[src/rtl/aig_pkg.sv]
package aig_pkg;

  // Sequencer phases of one address generation
  typedef enum logic [2:0] {
    ST_IDLE    = 3'd0,
    ST_REQ_LO  = 3'd1,
    ST_WAIT_LO = 3'd2,
    ST_REQ_HI  = 3'd3,
    ST_WAIT_HI = 3'd4,
    ST_DONE    = 3'd5
  } aig_state_e;

endpackage

[src/rtl/aig_ptr_sum.sv]
module aig_ptr_sum #(
  parameter int OFS_W  = 8,
  parameter int WORD_W = 16
) (
  input  logic              clk,
  input  logic              rst_n,
  input  logic              load,
  input  logic [OFS_W-1:0]  offset,
  input  logic [WORD_W-1:0] dir_base,
  input  logic [WORD_W-1:0] x_index,
  output logic [WORD_W-1:0] ptr_q
);

  // Three-term sum, truncated to the word width (no carry out)
  function automatic logic [WORD_W-1:0] ptr_sum(
    input logic [OFS_W-1:0]  ofs,
    input logic [WORD_W-1:0] base,
    input logic [WORD_W-1:0] idx
  );
    return WORD_W'(ofs) + base + idx;
  endfunction

  always_ff @(posedge clk or negedge rst_n) begin
    if (!rst_n)    ptr_q <= '0;
    else if (load) ptr_q <= ptr_sum(offset, dir_base, x_index);
  end

endmodule

[src/rtl/aig_fetch_seq.sv]
module aig_fetch_seq
  import aig_pkg::*;
#(
  parameter int WORD_W = 16,
  parameter int BANK_W = 8
) (
  input  logic                     clk,
  input  logic                     rst_n,
  input  logic                     start,
  input  logic                     rd_valid,
  input  logic [WORD_W-1:0]        ptr,
  output logic                     busy,
  output logic                     accept,
  output logic                     rd_req,
  output logic                     lo_take,
  output logic                     hi_take,
  output logic                     ea_fire,
  output logic [BANK_W+WORD_W-1:0] rd_addr
);

  localparam logic [BANK_W-1:0] ZERO_BANK = '0;

  function automatic logic [WORD_W-1:0] ptr_step(input logic [WORD_W-1:0] p);
    return p + WORD_W'(1);
  endfunction

  aig_state_e state_q, state_d;

  assign busy    = (state_q != ST_IDLE);
  assign accept  = start && !busy;
  assign rd_req  = (state_q == ST_REQ_LO) || (state_q == ST_REQ_HI);
  assign lo_take = (state_q == ST_WAIT_LO) && rd_valid;
  assign hi_take = (state_q == ST_WAIT_HI) && rd_valid;
  assign ea_fire = (state_q == ST_DONE);
  assign rd_addr = {ZERO_BANK, (state_q == ST_REQ_HI) ? ptr_step(ptr) : ptr};

  always_comb begin
    state_d = state_q;
    unique case (state_q)
      ST_IDLE:    if (start) state_d = ST_REQ_LO;
      ST_REQ_LO:  state_d = ST_WAIT_LO;
      ST_WAIT_LO: if (rd_valid) state_d = ST_REQ_HI;
      ST_REQ_HI:  state_d = ST_WAIT_HI;
      ST_WAIT_HI: if (rd_valid) state_d = ST_DONE;
      ST_DONE:    state_d = ST_IDLE;
      default:    state_d = ST_IDLE;
    endcase
  end

  always_ff @(posedge clk or negedge rst_n) begin
    if (!rst_n) state_q <= ST_IDLE;
    else        state_q <= state_d;
  end


  req_single_pulse_chk: assert property (@(posedge clk) disable iff (!rst_n)
    rd_req |=> !rd_req);


  idle_no_req_chk: assert property (@(posedge clk) disable iff (!rst_n)
    !busy |-> !rd_req && !ea_fire);


  fire_single_pulse_chk: assert property (@(posedge clk) disable iff (!rst_n)
    ea_fire |=> !ea_fire);

endmodule

[src/rtl/aig_ea_join.sv]
module aig_ea_join #(
  parameter int WORD_W = 16,
  parameter int BANK_W = 8
) (
  input  logic                     clk,
  input  logic                     rst_n,
  input  logic                     bank_load,
  input  logic [BANK_W-1:0]        bank_in,
  input  logic                     lo_take,
  input  logic                     hi_take,
  input  logic [WORD_W/2-1:0]      rd_data,
  input  logic                     ea_fire,
  output logic [BANK_W+WORD_W-1:0] ea,
  output logic                     ea_valid
);

  localparam int BYTE_W = WORD_W / 2;

  // Little-endian join of bank, high byte and low byte
  function automatic logic [BANK_W+WORD_W-1:0] ea_join(
    input logic [BANK_W-1:0] bank,
    input logic [BYTE_W-1:0] hi,
    input logic [BYTE_W-1:0] lo
  );
    return {bank, hi, lo};
  endfunction

  logic [BANK_W-1:0] bank_q;
  logic [BYTE_W-1:0] lo_q;

  always_ff @(posedge clk or negedge rst_n) begin
    if (!rst_n) begin
      bank_q <= '0;
      lo_q   <= '0;
      ea     <= '0;
    end else begin
      if (bank_load) bank_q <= bank_in;
      if (lo_take)   lo_q   <= rd_data;
      if (hi_take)   ea     <= ea_join(bank_q, rd_data, lo_q);
    end
  end

  assign ea_valid = ea_fire;


  ea_bank_match_chk: assert property (@(posedge clk) disable iff (!rst_n)
    ea_valid |-> ea[BANK_W+WORD_W-1:WORD_W] == bank_q);


  ea_hi_from_port_chk: assert property (@(posedge clk) disable iff (!rst_n)
    hi_take |=> ea[WORD_W-1:BYTE_W] == $past(rd_data));

endmodule

[src/rtl/aig_indexed_indirect.sv]
module aig_indexed_indirect #(
  parameter int OFS_W  = 8,
  parameter int WORD_W = 16,
  parameter int BANK_W = 8
) (
  input  logic                     clk,
  input  logic                     rst_n,
  input  logic                     start,
  input  logic [OFS_W-1:0]         offset,
  input  logic [WORD_W-1:0]        dir_base,
  input  logic [WORD_W-1:0]        x_index,
  input  logic [BANK_W-1:0]        data_bank,
  output logic                     busy,
  output logic                     rd_req,
  output logic [BANK_W+WORD_W-1:0] rd_addr,
  input  logic                     rd_valid,
  input  logic [WORD_W/2-1:0]      rd_data,
  output logic [BANK_W+WORD_W-1:0] ea,
  output logic                     ea_valid
);

  logic              accept;
  logic              lo_take;
  logic              hi_take;
  logic              ea_fire;
  logic [WORD_W-1:0] ptr_q;

  aig_ptr_sum #(.OFS_W(OFS_W), .WORD_W(WORD_W)) u_sum (
    .clk      (clk),
    .rst_n    (rst_n),
    .load     (accept),
    .offset   (offset),
    .dir_base (dir_base),
    .x_index  (x_index),
    .ptr_q    (ptr_q)
  );

  aig_fetch_seq #(.WORD_W(WORD_W), .BANK_W(BANK_W)) u_seq (
    .clk      (clk),
    .rst_n    (rst_n),
    .start    (start),
    .rd_valid (rd_valid),
    .ptr      (ptr_q),
    .busy     (busy),
    .accept   (accept),
    .rd_req   (rd_req),
    .lo_take  (lo_take),
    .hi_take  (hi_take),
    .ea_fire  (ea_fire),
    .rd_addr  (rd_addr)
  );

  aig_ea_join #(.WORD_W(WORD_W), .BANK_W(BANK_W)) u_join (
    .clk       (clk),
    .rst_n     (rst_n),
    .bank_load (accept),
    .bank_in   (data_bank),
    .lo_take   (lo_take),
    .hi_take   (hi_take),
    .rd_data   (rd_data),
    .ea_fire   (ea_fire),
    .ea        (ea),
    .ea_valid  (ea_valid)
  );


  first_req_addr_chk: assert property (@(posedge clk) disable iff (!rst_n)
    accept |=> rd_req && rd_addr[WORD_W-1:0] == ptr_q);


  second_req_addr_chk: assert property (@(posedge clk) disable iff (!rst_n)
    lo_take |=> rd_req && rd_addr[WORD_W-1:0] == ($past(ptr_q) + WORD_W'(1)));


  busy_start_ignored_chk: assert property (@(posedge clk) disable iff (!rst_n)
    busy && start |=> $stable(ptr_q));


  req_bank_zero_chk: assert property (@(posedge clk) disable iff (!rst_n)
    rd_req |-> rd_addr[BANK_W+WORD_W-1:WORD_W] == '0);

endmodule

[config.mk]
export PLATFORM = sky130hd
export DESIGN_NAME = aig_indexed_indirect
export DESIGN_NICKNAME = d
export VERILOG_FILES = /design/src/rtl/aig_pkg.sv /design/src/rtl/aig_ptr_sum.sv /design/src/rtl/aig_fetch_seq.sv /design/src/rtl/aig_ea_join.sv /design/src/rtl/aig_indexed_indirect.sv
export SDC_FILE = /design/constraint.sdc
export NUM_CORES = 1
export LEC_CHECK = 0
export BUFFER_PORTS_ARGS = -buffer_cell sky130_fd_sc_hd__buf_2
export CELL_PAD_IN_SITES_DETAIL_PLACEMENT = 0
export CELL_PAD_IN_SITES_GLOBAL_PLACEMENT = 1
export CORE_UTILIZATION = 43
export DETAILED_ROUTE_END_ITERATION = 16
export GPL_TIMING_DRIVEN = 0
export PLACE_DENSITY_LB_ADDON = 0.1
export SKIP_CTS_REPAIR_TIMING = 1
export SLEW_MARGIN = 20
export SYNTH_ARGS = -nofsm -noshare
export SYNTH_HDL_FRONTEND = slang
export SYNTH_SLANG_ARGS = --single-unit
[constraint.sdc]
create_clock -name clk -period 4.4 [get_ports clk]
set_clock_uncertainty 0.05 [all_clocks]
set_input_delay 0 -clock clk [delete_from_list [all_inputs] [get_ports clk]]
set_output_delay 0 -clock clk [all_outputs]
set_load 0.01 [all_outputs]
Yosys cells after proc, flatten, opt, wreduce, memory -nomap -nowiden
Index checks and enable logic that the tools add are counted.
{ "word_totals": {"elab_cells": 29, "in_bits": 60, "ff_bits": 59, "out_inout_bits": 51} }
{ "op_classes": {"n_addsub": 3, "n_mux": 5, "eq_ne": 8, "n_reduce_logical": 8} }
{ "op_table": {"columns": ["cell", "count"], "rows": [
  ["$add A16 B1 Y16 const B", 1],
  ["$add A16 B16 Y16", 1],
  ["$add A8 B16 Y16", 1],
  ["$mux W16", 1],
  ["$pmux W3 S5", 1],
  ["$mux W3", 3],
  ["$eq A3 B2 Y1 const B", 2],
  ["$eq A3 B3 Y1 const B", 2],
  ["$ne A2 B2 Y1 const B", 3],
  ["$eq A3 B1 Y1 const B", 1],
  ["$logic_and A1 B1 Y1", 3],
  ["$logic_not A3 Y1", 1],
  ["$reduce_and A3 Y1", 1],
  ["$reduce_bool A3 Y1", 1],
  ["$logic_not A1 Y1", 1],
  ["$logic_or A1 B1 Y1", 1]
]} }

Longest topological paths before layout
Gate-level depths: netlist of run 1.
{ "logic_depth": {"ltp_word": 3, "ltp_mapped": 11, "ltp_nobuf": 11} }

Modules after synthesis
A second synthesis of run 1 with hierarchy kept.
{ "unflattened": {"cells_unflattened": 319, "hier_area_um2": 3779.9} }
{ "modules_own_cells": {"columns": ["mod", "n_inst", "seq_area_each_um2", "area_per_inst_um2", "cells_each"], "rows": [
  ["aig_ptr_sum", 1, 400.4, 1600.3, 161],
  ["aig_ea_join", 1, 1001.0, 1595.3, 86],
  ["aig_fetch_seq", 1, 75.1, 584.3, 72]
]} }

Least setup slack after synthesis of run 1
No wires, ideal clock.
{ "synth_path": {"kind": "input port to flip-flop", "from": "input port offset[1]", "to": "register u_sum.ptr_q[9]", "arrival_ns": 2.112, "n_path_buf": 0, "path_stages": 9, "t_required_ns": 4.224, "path_slack_ns": 2.112, "setup_time_ns": 0.126, "cell_sequence": "fa_1 ha_1 inv_1 fa_1 nor2b_1 o2111ai_1 and2_0 o2111a_1 a221o_1"} }
{ "synth_between": {"elab_chain_len": 2} }
{ "synth_rtl": {"columns": ["element", "line_no", "rtl"], "rows": [
  ["start, declared", "aig_indexed_indirect.sv:9", "input logic [OFS_W-1:0] offset,"],
  ["$add A8 B16 Y16", "aig_ptr_sum.sv:20", "return WORD_W'(ofs) + base + idx;"],
  ["$add A16 B16 Y16", "aig_ptr_sum.sv:20", null],
  ["end signal, assigned", "aig_ptr_sum.sv:25", "else if (load) ptr_q <= ptr_sum(offset, dir_base, x_index);"],
  ["end, declared", "aig_ptr_sum.sv:11", "output logic [WORD_W-1:0] ptr_q"]
]} }
Every way passes these cells.
A chain may end at the register's enable or synchronous reset.

Worst setup path in the final report of run 1
Ends and elaborated chain as after synthesis.

==> impl_metrics.env, run 1 <==
export IMPL_async_flop_share=1.00
export IMPL_synthToLayoutAreaGrowth_pct=28.0
export IMPL_die_area_mm2=0.00886
export IMPL_clock_path_buffers=2
export IMPL_nets=575
export IMPL_synth_fa_ha_area_frac=0.125
export IMPL_required_ps=4580
export IMPL_cp_slowest_cell="fa_1"
export IMPL_final_antenna_net_count=0
export IMPL_die_x_um=94.1
export IMPL_ys_ff_latch=59
export IMPL_globalRouteTotalUtil=0.193
export IMPL_drive_gt1_frac=0.364
export IMPL_cp_end_kind="register"
export IMPL_slew_headroom=0.498
export IMPL_yosysTopAreaCellShare=0.405
export IMPL_ys_top_cells_by_area="dfrtp_1 40%, mux2_2 10%, ha_1 7.5%, nand2_1 5.1%, fa_1 4.9%"
export IMPL_syn_area_mm2=0.00365
export IMPL_cp_common_cell="fa_1"
export IMPL_worst_pin_slew_ps=754
export IMPL_dp_hpwl_um=6250
export IMPL_fin_cells=594
export IMPL_diodes=0
export IMPL_outcome="finished, violations left"
export IMPL_firstDrtPassIters=4
export IMPL_cp_num_buf_inv=2
export IMPL_synth_edf_count=0
export IMPL_core_area_mm2=0.00822
export IMPL_vias=3006
export IMPL_dp_cells=560
export IMPL_cap_violations=0
export IMPL_synth_flop_cell="dfrtp_1"
export IMPL_finalWirelength_um=8290
export IMPL_layout_common_cells="109 x buf_2, 59 x dfrtp_1, 50 x nand2_1"
export IMPL_synthMuxAreaShare=0.110
export IMPL_worstPathArrival_ps=2460
export IMPL_clk_latency_ps=350
export IMPL_violations="hold timing"
export IMPL_cts_sinks=59
export IMPL_slew_viol_final=0
export IMPL_overflow=0
export IMPL_syn_inst=346
export IMPL_yosysSeqAreaShare=0.405
export IMPL_finalPower_mw=2.63
export IMPL_hp_class="in2reg"
export IMPL_hold_violations=1
export IMPL_htree_levels=3
export IMPL_cp_top_family="adder cells"
export IMPL_leakagePower_nw=2.32
export IMPL_yosys_warnings=0
export IMPL_cts_buffers=9
export IMPL_fin_util=0.568
export IMPL_synth_xor_area_frac=0.0597
export IMPL_crit_type="in2reg"
export IMPL_cts_root_buffer="clkbuf_8"
export IMPL_wl_per_cell_um=14.0
export IMPL_cp_slowest_stage_delay_ps=530
export IMPL_path_clk_slew_ps=70
export IMPL_yosysTopAreaCell="dfrtp_1"
export IMPL_max_freq_mhz=439
export IMPL_syn_avg_cell_area_um2=10.5
export IMPL_dr_first_iter_drc_count=80
export IMPL_cp_max_fo=5
export IMPL_antenna_found_initial=0
export IMPL_finalSetupTns_ps=0
export IMPL_nFillCells=771
export IMPL_fp_dieH_um=94.1
export IMPL_drc=0
export IMPL_cp_start_kind="primary input"
export IMPL_ir_worst_vdd_v=0.000163
export IMPL_synthDistinctLibCells=55
export IMPL_grt_pass1_wl_um=12900
export IMPL_whs_ps=-4.91
export IMPL_final_common_cell="buf_2"
export IMPL_min_period_over_period=0.518
export IMPL_tritoncts="built"
export IMPL_setup_violations=0
export IMPL_rsz0062_at_grt="false"
export IMPL_ios=111
export IMPL_crit_chain="buf_2, fa_1, ha_1, inv_1, fa_1, nor2b_1, o2111ai_1, and2_0, o2111a_1, a221o_1"
export IMPL_grt_max_degree=60
export IMPL_period_minus_slack_ps=2280
export IMPL_synth_compound_area_frac=0.0943
export IMPL_rows=33
export IMPL_p_per_area_mw_per_mm2=563
export IMPL_grt_pass1_vias=2654
export IMPL_place_congestion=0.754
export IMPL_avgViaCountPerCell=5.06
export IMPL_synthSimpleGateAreaFrac=0.157
export IMPL_numPortBuffers=102
export IMPL_synth_top_family_by_area="simple AND/OR/NAND/NOR gates"
export IMPL_start_util=0.444
worst min-delay path: stages:
cell	delay (ps)
buf_2	90
xnor2_1	100
nand2_1	80
o211ai_1	70
registers in the layout (all words and copies together) (netlist names):
name / count
u_join.bank_q: 8
u_join.ea: 24
u_join.lo_q: 8
u_seq.state_q: 3
u_sum.ptr_q: 16
final timing paths:
check,cells past startpoint,slack (ps),from,to
min in group asynchronous,2,190,rst_n,u_seq.state_q[0]
hold reg to reg,2,420,u_join.bank_q[0],u_join.bank_q[0]
max in group asynchronous,2,3580,rst_n,u_sum.ptr_q[15]
hold / removal,4,-5,x_index[15],u_sum.ptr_q[15]
setup / recovery,10,2120,offset[1],u_sum.ptr_q[9]
setup reg to reg,7,2420,u_seq.state_q[2],u_sum.ptr_q[14]
cell usage after synthesis (all sizes together), types with 7 or more instances:
| master | n |
|---|---|
| nor3 | 7 |
| inv | 11 |
| buf | 19 |
| ha | 22 |
| fa | 9 |
| and3 | 7 |
| xor2 | 9 |
| dfrtp | 59 |
| mux2 | 33 |
| nand3 | 13 |
| nor2 | 13 |
| o21ai | 15 |
| xnor2 | 15 |
| nand2 | 50 |
| a21oi | 12 |
metal layers:
layer  global-route usage  routed length [µm]  up-vias
met3               0.0316                 332       11
met5                    0                   0        -
met4               0.0885                 144        0
met1                0.256                3840     1444
li1                     -                   -     1478
met2                0.309                3980       73
stage by stage:
stage	instance area [µm²]	worst slack, ps
6_report	4670	2120
5_1_grt	4670	2000
4_1_cts	4490	2140
3_5_place_dp	4320	1770
3_3_place_gp	4320	1780
2_1_floorplan	3670	2110
power breakdown:
part	internal, mW	switching [mW]
Sequential	0.808	0.189
Clock	0.203	0.232
Combinational	0.573	0.625
kinds of logic after synthesis:
group,count (synthesis)
other cells,1
fa+ha+maj,31
simple gates,111
compound gates,52
mux,36
flops,59
buf+inv,32
xor+xnor,24
layout make-up:
cell class,instances,area [µm²],area share
buffer,21,134,0.0287
clock buffer,10,128,0.0273
sequential,59,1480,0.316
inverter,11,41.3,0.00884
clock inverter,6,42.5,0.00911
multi-input combinational,262,2020,0.433
tap,105,131,0.0281
timing repair buffer,120,693,0.148
(Power assumes the default switching activity.)
==> run 2, diff against run 1 <==
--- a/config.mk
+++ b/config.mk
@@ -8,7 +8,7 @@
 export BUFFER_PORTS_ARGS = -buffer_cell sky130_fd_sc_hd__buf_2
 export CELL_PAD_IN_SITES_DETAIL_PLACEMENT = 0
 export CELL_PAD_IN_SITES_GLOBAL_PLACEMENT = 1
-export CORE_UTILIZATION = 43
+export CORE_UTILIZATION = 39
 export DETAILED_ROUTE_END_ITERATION = 16
 export GPL_TIMING_DRIVEN = 0
 export PLACE_DENSITY_LB_ADDON = 0.1
==> constraint.sdc (replaced) <==
create_clock -name clk -period 2.3 [get_ports clk]
set_clock_uncertainty 0.05 [all_clocks]
set_input_delay 0 -clock clk [delete_from_list [all_inputs] [get_ports clk]]
set_output_delay 0 -clock clk [all_outputs]
set_load 0.01 [all_outputs]
==> impl_metrics.env, run 2 (synthesis results as in run 1) <==
export IMPL_max_freq_mhz=466
export IMPL_finalSetupTns_ps=0
export IMPL_die_area_mm2=0.00975
export IMPL_vias=2921
export IMPL_ir_worst_vdd_v=0.000331
export IMPL_r2r_end="u_sum.ptr_q[14]"
export IMPL_whs_ps=-8.67
export IMPL_worst_path_stages=10
export IMPL_firstDrtPassIters=4
export IMPL_synthToLayoutAreaGrowth_pct=29.1
export IMPL_final_antenna_net_count=0
export IMPL_dp_cells=563
export IMPL_rows=34
export IMPL_r2r_start="u_seq.state_q[2]"
export IMPL_top_register="u_join.ea"
export IMPL_setup_violations=0
export IMPL_required_ps=2460
export IMPL_p_sw_frac=0.376
export IMPL_path_clk_slew_ps=60
export IMPL_reg2reg_depth=7
export IMPL_stdcell_area_mm2=0.00471
export IMPL_hold_violations=1
export IMPL_p_comb_frac=0.444
export IMPL_htree_levels=3
export IMPL_layout_common_cells="109 x buf_2, 59 x dfrtp_1, 50 x nand2_1"
export IMPL_die_x_um=98.7
export IMPL_r2r_slack_ps=350
export IMPL_fp_dieH_um=98.7
export IMPL_start_util=0.410
export IMPL_clk_latency_ps=340
export IMPL_finalWorstSetupSlack_ps=153
export IMPL_worst_pin_slew_ps=744
export IMPL_min_period_over_period=0.933
export IMPL_grt_max_degree=60
export IMPL_cp_top_family="adder cells"
export IMPL_cp_slowest_cell="fa_1"
export IMPL_numPortBuffers=102
export IMPL_tritoncts="built"
export IMPL_nets=575
export IMPL_cts_root_buffer="clkbuf_8"
export IMPL_crit_type="in2reg"
export IMPL_cp_num_buf_inv=2
export IMPL_holdPathStages=4
export IMPL_dr_first_iter_drc_count=75
export IMPL_min_delay_start="x_index[15]"
export IMPL_cts_sinks=59
export IMPL_antenna_found_initial=0
export IMPL_p_clk_frac=0.188
export IMPL_outcome="finished, violations left"
export IMPL_hold_path_end="u_sum.ptr_q[15]"
export IMPL_finalWirelength_um=8040
export IMPL_fin_cells=596
export IMPL_cp_max_fo=4
export IMPL_leakagePower_nw=2.35
export IMPL_grt_pass1_vias=2769
export IMPL_final_common_cell="buf_2"
export IMPL_p_sw_mw=1.93
export IMPL_diodes=0
export IMPL_cts_buffers=9
export IMPL_cp_slowest_stage_delay_ps=540
export IMPL_clock_path_buffers=2
export IMPL_placed_cell_area_mm2=0.00432
export IMPL_intPower_mw=3.20
export IMPL_cp_start_kind="primary input"
export IMPL_cap_violations=0
export IMPL_ios=111
export IMPL_avgViaCountPerCell=4.90
export IMPL_violations="hold timing"
export IMPL_core_area_mm2=0.00889
export IMPL_grt_pass1_wl_um=13400
export IMPL_p_per_area_mw_per_mm2=1090
export IMPL_globalRouteTotalUtil=0.177
export IMPL_worstPathArrival_ps=2310
export IMPL_overflow=0
export IMPL_crit_chain="buf_2, fa_1, ha_1, inv_1, fa_1, nor2b_2, o2111ai_1, a21boi_2, nor3_1, or3b_1"
export IMPL_largest_register_ff_count=24
export IMPL_p_seq_frac=0.368
export IMPL_slew_viol_final=0
export IMPL_dp_hpwl_um=6150
export IMPL_cp_end_kind="register"
export IMPL_place_ws_ps=-347
export IMPL_hp_class="in2reg"
export IMPL_period_minus_slack_ps=2150
export IMPL_place_congestion=0.827
export IMPL_rsz0062_at_grt="false"
export IMPL_drive_gt1_frac=0.369
export IMPL_nFillCells=848
export IMPL_cp_common_cell="fa_1"
export IMPL_drc=0
export IMPL_wl_per_cell_um=13.5
export IMPL_reg_top3="u_join.ea (24), u_sum.ptr_q (16)"
export IMPL_slew_headroom=0.504
-- run 2: tightest hold or removal path, delay by kind of cell --
| family | cells | cell delay (ps) |
|---|---|---|
| buffers and inverters | 1 | 80 |
| AO/OA/AOI/OAI | 1 | 80 |
| XOR/XNOR | 1 | 90 |
| AND/OR/NAND/NOR | 1 | 70 |
-- run 2: cell type report --
type / instances / area (µm²) / share of cell area
repair buffers: 120 / 693 / 0.147
clock buffers: 11 / 151 / 0.0321
well taps: 108 / 135 / 0.0287
flip-flops and latches: 59 / 1480 / 0.313
multi-input cells: 262 / 2030 / 0.431
inverters: 11 / 41.3 / 0.00877
plain buffers: 21 / 134 / 0.0284
clock inverters: 4 / 50.0 / 0.0106
-- run 2: layer usage --
layer / up-vias / share of wire / global-route usage
li1: 1477 / - / -
met5: - / 0 / 0
met3: 9 / 0.036 / 0.0248
met1: 1363 / 0.49 / 0.242
met4: 0 / 0.015 / 0.0827
met2: 72 / 0.46 / 0.279
-- run 2: worst max-delay path by stage --
stage               startpoint         endpoint
finish               offset[1]  u_sum.ptr_q[13]
global route         offset[1]  u_sum.ptr_q[13]
CTS                  offset[1]   u_sum.ptr_q[9]
detailed placement   offset[1]   u_sum.ptr_q[9]
global placement     offset[1]   u_sum.ptr_q[9]
floorplan            offset[1]   u_sum.ptr_q[9]
-- run 2: per-stage QoR --
stage          utilization  hold slack (ps)  power, mW
2_1_floorplan            -             -346       3.38
3_5_place_dp         0.486             79.8       4.19
5_1_grt              0.530             6.52       5.56
4_1_cts              0.509             -299       5.18
6_report             0.530            -8.67       5.13
3_3_place_gp         0.486              140       4.13
-- run 2: power groups by stage --
stage,clock network (mW),registers (mW),logic [mW]
after floorplan,0,1.94,1.44
after detailed placement,0,1.91,2.27
final,0.962,1.89,2.28
after CTS,1.00,1.90,2.28
after global placement,0,1.90,2.24
after global routing,1.04,1.97,2.55
